### src/rtl/adcmux_pkg.sv
`timescale 1ns/1ps
package adcmux_pkg;
  localparam int DEFAULT_CODE_W  = 10;
  localparam int DEFAULT_LATENCY = 5;

  typedef enum logic {
    CODE_OFFSET = 1'b0,
    CODE_TWOS   = 1'b1
  } code_mode_e;
endpackage

### src/rtl/adcmux_sample_pipe.sv
`timescale 1ns/1ps
module adcmux_sample_pipe #(
  parameter int W     = 10,
  parameter int DEPTH = 5
) (
  input  logic         clk,
  input  logic         rst_n,
  input  logic         advance,
  input  logic [W-1:0] a_in,
  input  logic [W-1:0] b_in,
  output logic [W-1:0] a_out,
  output logic [W-1:0] b_out
);
  localparam int LAST = DEPTH - 1;

  logic [DEPTH-1:0][W-1:0] a_stg;
  logic [DEPTH-1:0][W-1:0] b_stg;

  // Both lanes shift together on every active rising edge.
  always_ff @(posedge clk or negedge rst_n) begin
    if (!rst_n) begin
      a_stg <= '0;
      b_stg <= '0;
    end else if (advance) begin
      a_stg[0] <= a_in;
      b_stg[0] <= b_in;
      for (int i = 1; i < DEPTH; i++) begin
        a_stg[i] <= a_stg[i-1];
        b_stg[i] <= b_stg[i-1];
      end
    end
  end

  assign a_out = a_stg[LAST];
  assign b_out = b_stg[LAST];
endmodule

### src/rtl/adcmux_code_format.sv
`timescale 1ns/1ps
module adcmux_code_format
  import adcmux_pkg::*;
#(
  parameter int W = 10
) (
  input  code_mode_e   mode,
  input  logic [W-1:0] raw,
  output logic [W-1:0] coded
);
  localparam int MSB = W - 1;

  generate
    if (W == 1) begin : g_single
      assign coded = raw ^ (mode == CODE_TWOS);
    end else begin : g_multi
      // Offset binary to two's complement: only the sign position flips.
      assign coded = {raw[MSB] ^ (mode == CODE_TWOS), raw[MSB-1:0]};
    end
  endgenerate
endmodule

### src/rtl/adcmux_edge_interleaver.sv
`timescale 1ns/1ps
module adcmux_edge_interleaver #(
  parameter int W = 10
) (
  input  logic         clk,
  input  logic         rst_n,
  input  logic         load,
  input  logic [W-1:0] a_in,
  input  logic [W-1:0] b_in,
  output logic [W-1:0] bus_data,
  output logic         chan_flag
);
  logic [W-1:0] a_q;
  logic [W-1:0] b_pend;
  logic [W-1:0] b_q;
  logic         rise_tgl;
  logic         fall_tgl;
  logic         phase_a;

  // Rising domain: load the pair and mark a new A phase by toggling.
  always_ff @(posedge clk or negedge rst_n) begin
    if (!rst_n) begin
      a_q      <= '0;
      b_pend   <= '0;
      rise_tgl <= 1'b0;
    end else if (load) begin
      a_q      <= a_in;
      b_pend   <= b_in;
      rise_tgl <= ~rise_tgl;
    end
  end

  // Falling domain: complete a pending B half, then close the A phase.
  always_ff @(negedge clk or negedge rst_n) begin
    if (!rst_n) begin
      b_q      <= '0;
      fall_tgl <= 1'b0;
    end else begin
      if (rise_tgl != fall_tgl) begin
        b_q <= b_pend;
      end
      fall_tgl <= rise_tgl;
    end
  end

  assign phase_a   = rise_tgl ^ fall_tgl;
  assign chan_flag = phase_a;
  assign bus_data  = phase_a ? a_q : b_q;
endmodule

### src/rtl/dual_edge_adc_mux.sv
`timescale 1ns/1ps
module dual_edge_adc_mux
  import adcmux_pkg::*;
#(
  parameter int CODE_W  = DEFAULT_CODE_W,
  parameter int LATENCY = DEFAULT_LATENCY
) (
  input  logic              clk,
  input  logic              rst_n,
  input  logic [CODE_W-1:0] chan_a_code,
  input  logic [CODE_W-1:0] chan_b_code,
  input  logic              twos_sel,
  input  logic              out_disable,
  input  logic              pwr_down,
  input  logic              sleep,
  output logic [CODE_W-1:0] bus_data,
  output logic              bus_drive,
  output logic              chan_flag
);
  // The output register adds one rising edge after the delay line.
  localparam int PIPE_DEPTH = LATENCY;

  logic              freeze;
  logic              active;
  code_mode_e        mode;
  logic [CODE_W-1:0] a_late;
  logic [CODE_W-1:0] b_late;
  logic [CODE_W-1:0] a_coded;
  logic [CODE_W-1:0] b_coded;

  assign freeze = pwr_down | sleep;
  assign active = ~freeze;
  assign mode   = code_mode_e'(twos_sel);

  adcmux_sample_pipe #(.W(CODE_W), .DEPTH(PIPE_DEPTH)) u_pipe (
    .clk     (clk),
    .rst_n   (rst_n),
    .advance (active),
    .a_in    (chan_a_code),
    .b_in    (chan_b_code),
    .a_out   (a_late),
    .b_out   (b_late)
  );

  adcmux_code_format #(.W(CODE_W)) u_fmt_a (
    .mode  (mode),
    .raw   (a_late),
    .coded (a_coded)
  );

  adcmux_code_format #(.W(CODE_W)) u_fmt_b (
    .mode  (mode),
    .raw   (b_late),
    .coded (b_coded)
  );

  adcmux_edge_interleaver #(.W(CODE_W)) u_ilv (
    .clk       (clk),
    .rst_n     (rst_n),
    .load      (active),
    .a_in      (a_coded),
    .b_in      (b_coded),
    .bus_data  (bus_data),
    .chan_flag (chan_flag)
  );

  assign bus_drive = ~out_disable;
endmodule

### config.mk
export PLATFORM = sky130hd
export DESIGN_NAME = dual_edge_adc_mux
export DESIGN_NICKNAME = d
export VERILOG_FILES = /design/src/rtl/adcmux_pkg.sv /design/src/rtl/adcmux_sample_pipe.sv /design/src/rtl/adcmux_code_format.sv /design/src/rtl/adcmux_edge_interleaver.sv /design/src/rtl/dual_edge_adc_mux.sv
export SDC_FILE = /design/constraint.sdc
export NUM_CORES = 1
export LEC_CHECK = 0
export BUFFER_PORTS_ARGS = -buffer_cell sky130_fd_sc_hd__buf_2
export CORE_MARGIN = 8
export CORE_UTILIZATION = 55
export DETAILED_ROUTE_END_ITERATION = 7
export GPL_ROUTABILITY_DRIVEN = 1
export PLACE_DENSITY_LB_ADDON = 0.3
export SYNTH_ARGS = -nofsm -noshare
export SYNTH_HDL_FRONTEND = slang
export SYNTH_SLANG_ARGS = --single-unit
### constraint.sdc
create_clock -name clk -period 1.8 [get_ports clk]
set_input_delay 0.09 -clock clk [delete_from_list [all_inputs] [get_ports clk]]
set_output_delay 0.09 -clock clk [all_outputs]
set_load 0.05 [all_outputs]
==> summary.md, run 1 <==
| Metric | Value |
|---|---|
| Clk sinks | `132` |
| Crit path to | `bus_data[7]` |
| Clock network power share | `0.268` |
| Worst R2R End | `u_ilv.b_q[5]` |
| Sequential share of the synthesized area | `0.6504` |
| Placer Congestion | `0.6837` |
| Max rail drop VDD | `1.098 mV` |
| Die ar. | `0.01256 mm^2` |
| Die Ht | `112.1 um` |
| Port bufs | `37` |
| Std cell rows | `35` |
| First-pass GRT wire length | `13680 um` |
| Startpoint Class | `register` |
| Num ports | `38` |
| DRC viols | `0` |
| Reg clk slew, reported paths | `0.06 ns` |
| Clock Latency Late Sink | `0.51 ns` |
| Ant. Diodes | `0` |
| Final setup viols | `21` |
| 1st-pass router iterations | `3` |
| Total Wirelength | `7717 um` |
| WL per Instance | `15.65 um` |
| Slew Limit Fails | `0` |
| Met1 usage | `0.1696` |
| Syn avg cell area | `17.33 um^2` |
| CP Data Required Time | `1.71 ns` |
| Sequential Power Share | `0.390` |
| Largest net degree at the start of global routing | `72` |
| Final antenna-violating net count | `0` |
| Violated checks | `setup timing` |
| Number of CTS-inserted buffers | `17` |
| R2R setup slack | `-0.65 ns` |
| M2 GR Usage | `0.2120` |
| Largest family of logic cells by synthesized area | `multiplexers` |
| Final hold slack | `0.05034 ns` |
| Net Switching | `3.735 mW` |
| Vias | `2533` |
| Switch share | `0.3093` |
| Max-cap violations | `0` |
| Overflow after GRT | `0` |
| Synth Instances | `293` |
| Comb power frac | `0.342` |
| Critical Path AT | `2.71 ns` |
| Die Wd | `112.1 um` |
| Final Core Density | `0.6953` |
| DP HPWL | `4717 um` |
| Syn nets | `319` |
| Setup Skew | `0.07006 ns` |
| Origin of the critical flop-to-flop path | `u_ilv.rise_tgl` |
| Worst reg2reg path depth | `5` |
| Placeable Area | `0.009109 mm^2` |
| Worst setup EP type | `output pin` |
| Initial antenna violation count | `0` |
| Number of global-route vias before repair | `2843` |
| Global routing usage on met3 | `0.04831` |
| Yosys reg bits | `132` |
| Crit Path Class | `reg2out` |
| H-tree lvl count | `4` |
| Layout cells sized above 1 | `0.5576` |
| Worst hold path class | `in2async` |
| CP Launch Point | `u_ilv.fall_tgl` |
| Ys Warns | `0` |
| Adder-cell area share of the yosys netlist | `0` |
| Power, Total | `12.08 mW` |
| Starting Density | `0.5576` |
| CTS root buffer | `clkbuf_8` |
| Worst-case clock buffer depth | `2` |
| Crit Path Max Fanout | `4` |
| Global Route Usage Sum | `0.1381` |
| Final worst setup slack | `-0.9954 ns` |
| Leakage | `2.832 nW` |
| CTS tree | `done` |
| FILL cells | `592` |
| Hold Fails Final Rpt | `0` |
| Final Net Count | `395` |
| Area post-placement | `0.005414 mm^2` |
| PwrDens | `1907 mW/mm^2` |
| GRT Max-Usage Layer | `met2` |
| Post-Synth XOR/XNOR Area | `0.008376` |
| Netlist cell types | `11` |
| Internal cell power | `8.343 mW` |
| Slew margin rel. | `0.6658` |
| Outcome | `finished, violations left` |
| Synth Area in Simple Gates | `0.001232` |
| Compound-Gate Fraction of Synth Area | `0` |
| RSZ-0062 raised after global routing | `true` |
| Syn Std Cell Area | `0.005079 mm^2` |
| Initial DRC Count | `98` |
| Detail-routed via count per cell | `5.138` |
| Design Area, Final | `0.006334 mm^2` |
| Post-synthesis mux area share | `0.3104` |
| P&R area growth vs syn | `24.71%` |
| Tightest Pin Transition | `0.5013 ns` |
==> stage by stage <==
step                TNS (ns)  worst slack (ns)  cells
finish                -16.00           -0.9954    493
detailed placement    -10.23           -0.5622    436
CTS                   -16.41            -1.018    492
global route          -17.38            -1.068    493
floorplan             -8.386           -0.4588    293
global placement      -9.638           -0.5300    436
==> per-layer routing <==
layer / share of wire / vias to the layer above
li1: - / 1187
met1: 0.46 / 1295
met2: 0.49 / 39
met3: 0.038 / 12
met4: 0.016 / 0
met5: 0 / -
==> placed cells by master, fill, tap and decap left out <==
cell type and instances:
buf_4 8, mux2_2 113, buf_2 25, inv_1 1, clkinv_2 3, clkinv_4 2, inv_6 3, xor2_2 1
clkbuf_8 1, mux2_1 11, nor2_4 1, clkinvlp_4 5, dlygate4sd3_1 22, dfrtn_1 11, bufinv_16 2, buf_8 1
dfrtp_1 121, buf_6 13, xor2_1 3, buf_12 3, clkbuf_16 16, mux2_4 16
==> power groups by stage <==
stage               clock network (mW)  registers [mW]  logic, mW
floorplan                            0            4.49       2.86
finish                            3.24            4.71       4.13
global route                      3.44            4.86       4.37
detailed placement                   0            4.73       3.46
CTS                               3.31            4.71       4.13
global placement                     0            4.67       3.35
==> sequential cells by signal, summed over array words and instances, names as in the netlist, 10 cells and up <==
register and count:
u_pipe.a_out 10, u_pipe.b_stg 40, u_ilv.b_q 10, u_pipe.a_stg 40, u_ilv.b_pend 10, u_pipe.b_out 10
u_ilv.a_q 10
==> final cells by class <==
type | instances | area (um^2) | share of cell area
Tap cell | 111 | 138.9 | 0.02193
Clock buffer | 17 | 414.1 | 0.06539
Multi-Input combinational cell | 145 | 1690 | 0.2669
Inverter | 1 | 3.754 | 0.0005927
Timing Repair Buffer | 72 | 626.9 | 0.09897
Sequential cell | 132 | 3303 | 0.5215
Clock inverter | 15 | 156.4 | 0.02469
==> worst max-delay path, stage by stage, from the launching register on <==
cell	delay, ns
dfrtn_1	0.44
xor2_2	0.21
buf_4	0.19
mux2_2	0.33
buf_4	0.19
==> synthesized netlist by cell type <==
cell | count | area [um^2]
buf_2 | 3 | 15.01
buf_4 | 1 | 7.510
buf_6 | 11 | 123.9
dfrtn_1 | 11 | 275.3
dfrtp_1 | 121 | 3028
inv_1 | 1 | 3.750
mux2_1 | 12 | 135.1
mux2_2 | 128 | 1441
nor2_2 | 1 | 6.260
xor2_1 | 3 | 26.28
xor2_2 | 1 | 16.27
==> how the worst min path moves through the flow <==
stage	from	to	slack, ns	cells past startpoint
after floorplan	rst_n	u_ilv.a_q[0]	-0.21	0
after global placement	rst_n	u_pipe.b_stg[21]	0.03	1
after detailed placement	rst_n	u_pipe.b_stg[21]	0.03	1
after CTS	rst_n	u_pipe.b_stg[21]	0.05	2
after global routing	rst_n	u_pipe.b_stg[21]	0.06	2
final	rst_n	u_pipe.b_stg[21]	0.05	2
==> what timing repair did <==
action	in CTS	in global routing
pin swaps	1	1
resized for setup	31	1
endpoints found under the setup margin	21	21
hold buffers	22	0
setup buffers	2	1
hold endpoints to repair	101	0
==> cell families (layout without fill, tap and decap cells) <==
family / after synthesis / in the layout
buffers and inverters: 16 / 105
DFF: 132 / 132
muxes: 140 / 140
xor gates and xnor gates: 4 / 4
and+or+nand+nor: 1 / 1
Power figures use the tool's default switching activity.
==> inputs of run 2 (changes only) <==
Settings changed: RECOVER_POWER set to 50.
==> summary.md, run 2 (synthesis results as in run 1) <==
| Metric | Value |
|---|---|
| Std cell rows | `35 (unchanged)` |
| Number of global-route vias before repair | `2843 (unchanged)` |
| Starting Density | `0.5576 (unchanged)` |
| Final antenna-violating net count | `0 (unchanged)` |
| Power, Total | `12.08 mW (about the same)` |
| 1st-pass router iterations | `3 (unchanged)` |
| Number of CTS-inserted buffers | `17 (unchanged)` |
| Crit-path slowest cell | `dfrtn_1` |
| CTS tree | `done` |
| CP peak stage delay | `0.44 ns (about the same)` |
| Area post-placement | `0.005414 mm^2 (unchanged)` |
| Startpoint Class | `register` |
| HP Start | `pwr_down` |
| Global Route Usage Sum | `0.1381 (unchanged)` |
| Hold Path Sink | `u_ilv.rise_tgl` |
| Leakage | `2.827 nW (-0.19%)` |
| Final worst setup slack | `-0.9953 ns (+0.00002900 ns)` |
| Largest net degree at the start of global routing | `72 (unchanged)` |
| Reg clk slew, reported paths | `0.06 ns (about the same)` |
| Final Core Density | `0.6942 (-0.001099)` |
| CP Data Required Time | `1.71 ns (about the same)` |
| PwrDens | `1910 mW/mm^2 (+0.14%)` |
| WL per Instance | `15.65 um (about the same)` |
| Die ar. | `0.01256 mm^2 (unchanged)` |
| Final Net Count | `395 (unchanged)` |
| P&R area growth vs syn | `24.51%` |
| Num ports | `38 (unchanged)` |
| Overflow after GRT | `0 (unchanged)` |
| Hold Path Cell Cnt | `4` |
| Origin of the critical flop-to-flop path | `u_ilv.rise_tgl` |
| Outcome | `finished, violations left` |
| Initial antenna violation count | `0 (unchanged)` |
| RSZ-0062 raised after global routing | `true` |
| Finished Layout Cells | `493 (unchanged)` |
| Max-cap violations | `0 (unchanged)` |
| Tightest Pin Transition | `1.045 ns (+0.5438 ns)` |
| Slew Limit Fails | `0 (unchanged)` |
| Layout cells sized above 1 | `0.5550 (-0.002618)` |
| Dpl cells | `436 (unchanged)` |
| Worst reg2reg path depth | `5 (unchanged)` |
| Die Ht | `112.1 um (unchanged)` |
| Worst slack, placed | `-0.5622 ns (unchanged)` |
| Detail-routed via count per cell | `5.136 (about the same)` |
| Worst setup EP type | `output pin` |
| Vias | `2532 (-0.039%)` |
| Crit Path Max Fanout | `4 (unchanged)` |
| Design Area, Final | `0.006324 mm^2 (-0.16%)` |
| Final setup viols | `32 (+52%)` |
| Setup Skew | `0.07005 ns (-0.000008300 ns)` |
| Worst path cell trace | `xor2_2 -> buf_4 -> mux2_2 -> buf_4` |
| Total Wirelength | `7715 um (about the same)` |
| Worst R2R End | `u_ilv.b_q[5]` |
| Most common cell after layout, fill and taps aside | `dfrtp_1` |
| Die Wd | `112.1 um (unchanged)` |
| CTS root buffer | `clkbuf_8` |
| Initial DRC Count | `98 (unchanged)` |
| Placeable Area | `0.009109 mm^2 (unchanged)` |
| Clock Latency Late Sink | `0.51 ns (about the same)` |
| Most used cell, CP | `buf_4` |
| Violated checks | `setup timing` |
| Crit Path Class | `reg2out` |
| Regs by FF count | `u_pipe.a_stg x40, u_pipe.b_stg x40` |
| DP HPWL | `4717 um (unchanged)` |
| Critical Path AT | `2.71 ns (about the same)` |
| Clk sinks | `132 (unchanged)` |
| R2R setup slack | `-0.65 ns (about the same)` |
| Hold Fails Final Rpt | `0 (unchanged)` |
| H-tree lvl count | `4 (unchanged)` |
| Placer Congestion | `0.6837 (unchanged)` |
| First-pass GRT wire length | `13680 um (unchanged)` |
| Slew margin rel. | `0.3032 (-0.3625)` |
| Port bufs | `37 (unchanged)` |
| Worst hold path class | `in2reg` |
| Worst-case clock buffer depth | `2 (unchanged)` |
| Max rail drop VDD | `1.098 mV (about the same)` |
| DRC viols | `0 (unchanged)` |
| Ant. Diodes | `0 (unchanged)` |
| Commonest cells after routing, fill and taps aside | `dfrtp_1 (121), mux2_2 (113), buf_2 (24)` |
## run 2: cell types whose count changed in the layout (fill, tap and decap cells not counted), sizes merged
| cell | previous run | this run |
|---|---|---|
| buf | 50 | 47 |
| clkbuf | 17 | 20 |
## run 2: worst max path at each step
stage / start / to / slack (ns) / cells past startpoint
after floorplan: u_ilv.fall_tgl / bus_data[0] / -0.46 / 3
after global placement: u_ilv.fall_tgl / bus_data[5] / -0.53 / 4
after detailed placement: u_ilv.fall_tgl / bus_data[5] / -0.56 / 4
after CTS: u_ilv.fall_tgl / bus_data[7] / -1.02 / 4
after global routing: u_ilv.fall_tgl / bus_data[7] / -1.07 / 4
final: u_ilv.fall_tgl / bus_data[7] / -1.0 / 4
## run 2: metal layers
layer	up-vias	global-route usage	wire length [um]
met2	39	0.2120	3783
met4	0	0.07194	127
li1	1186	-	-
met5	-	0	0
met1	1295	0.1696	3511
met3	12	0.04831	292
## run 2: what timing repair did
| action | 4_1_cts | 5_1_grt |
|---|---|---|
| gates cloned | 0 | 0 |
| setup endpoints to repair | 21 | 21 |
| hold buffers | 22 | 0 |
| gates resized for setup | 31 | 1 |
| pin swaps | 1 | 1 |
| endpoints found under the hold margin | 101 | 0 |
| buffers inserted | 2 | 1 |
## run 2: worst max-delay path, delay by kind of cell, from the launching register on
family | cells | cell delay [ns]
xor+xnor | 1 | 0.21
buf+inv | 2 | 0.38
flops | 1 | 0.44
mux | 1 | 0.33
## run 2: stage by stage
step | hold WS [ns] | TNS, ns
finish | 0.1577 | -16.19
global route | 0.1774 | -19.49
floorplan | -0.2056 | -8.386
detailed placement | 0.02708 | -10.23
global placement | 0.02524 | -9.638
CTS | 0.04559 | -16.41
## run 2: where the power goes
part / switching [mW] / total (mW) / leakage [nW] / internal (mW)
Combinational: 1.86 / 4.13 / 0.984 / 2.27
Sequential: 0.613 / 4.71 / 1.58 / 4.09
Clock: 1.27 / 3.24 / 0.267 / 1.97
Total: 3.74 / 12.1 / 2.83 / 8.34
## run 2: area by class of cell
class	count	area, um^2
flip-flops and latches	132	3303
clock buffers	17	414.1
multi-input cells	145	1690
clock inverters	15	156.4
repair buffers	72	616.8
inverters	1	3.754
fillers	594	2785
well taps	111	138.9
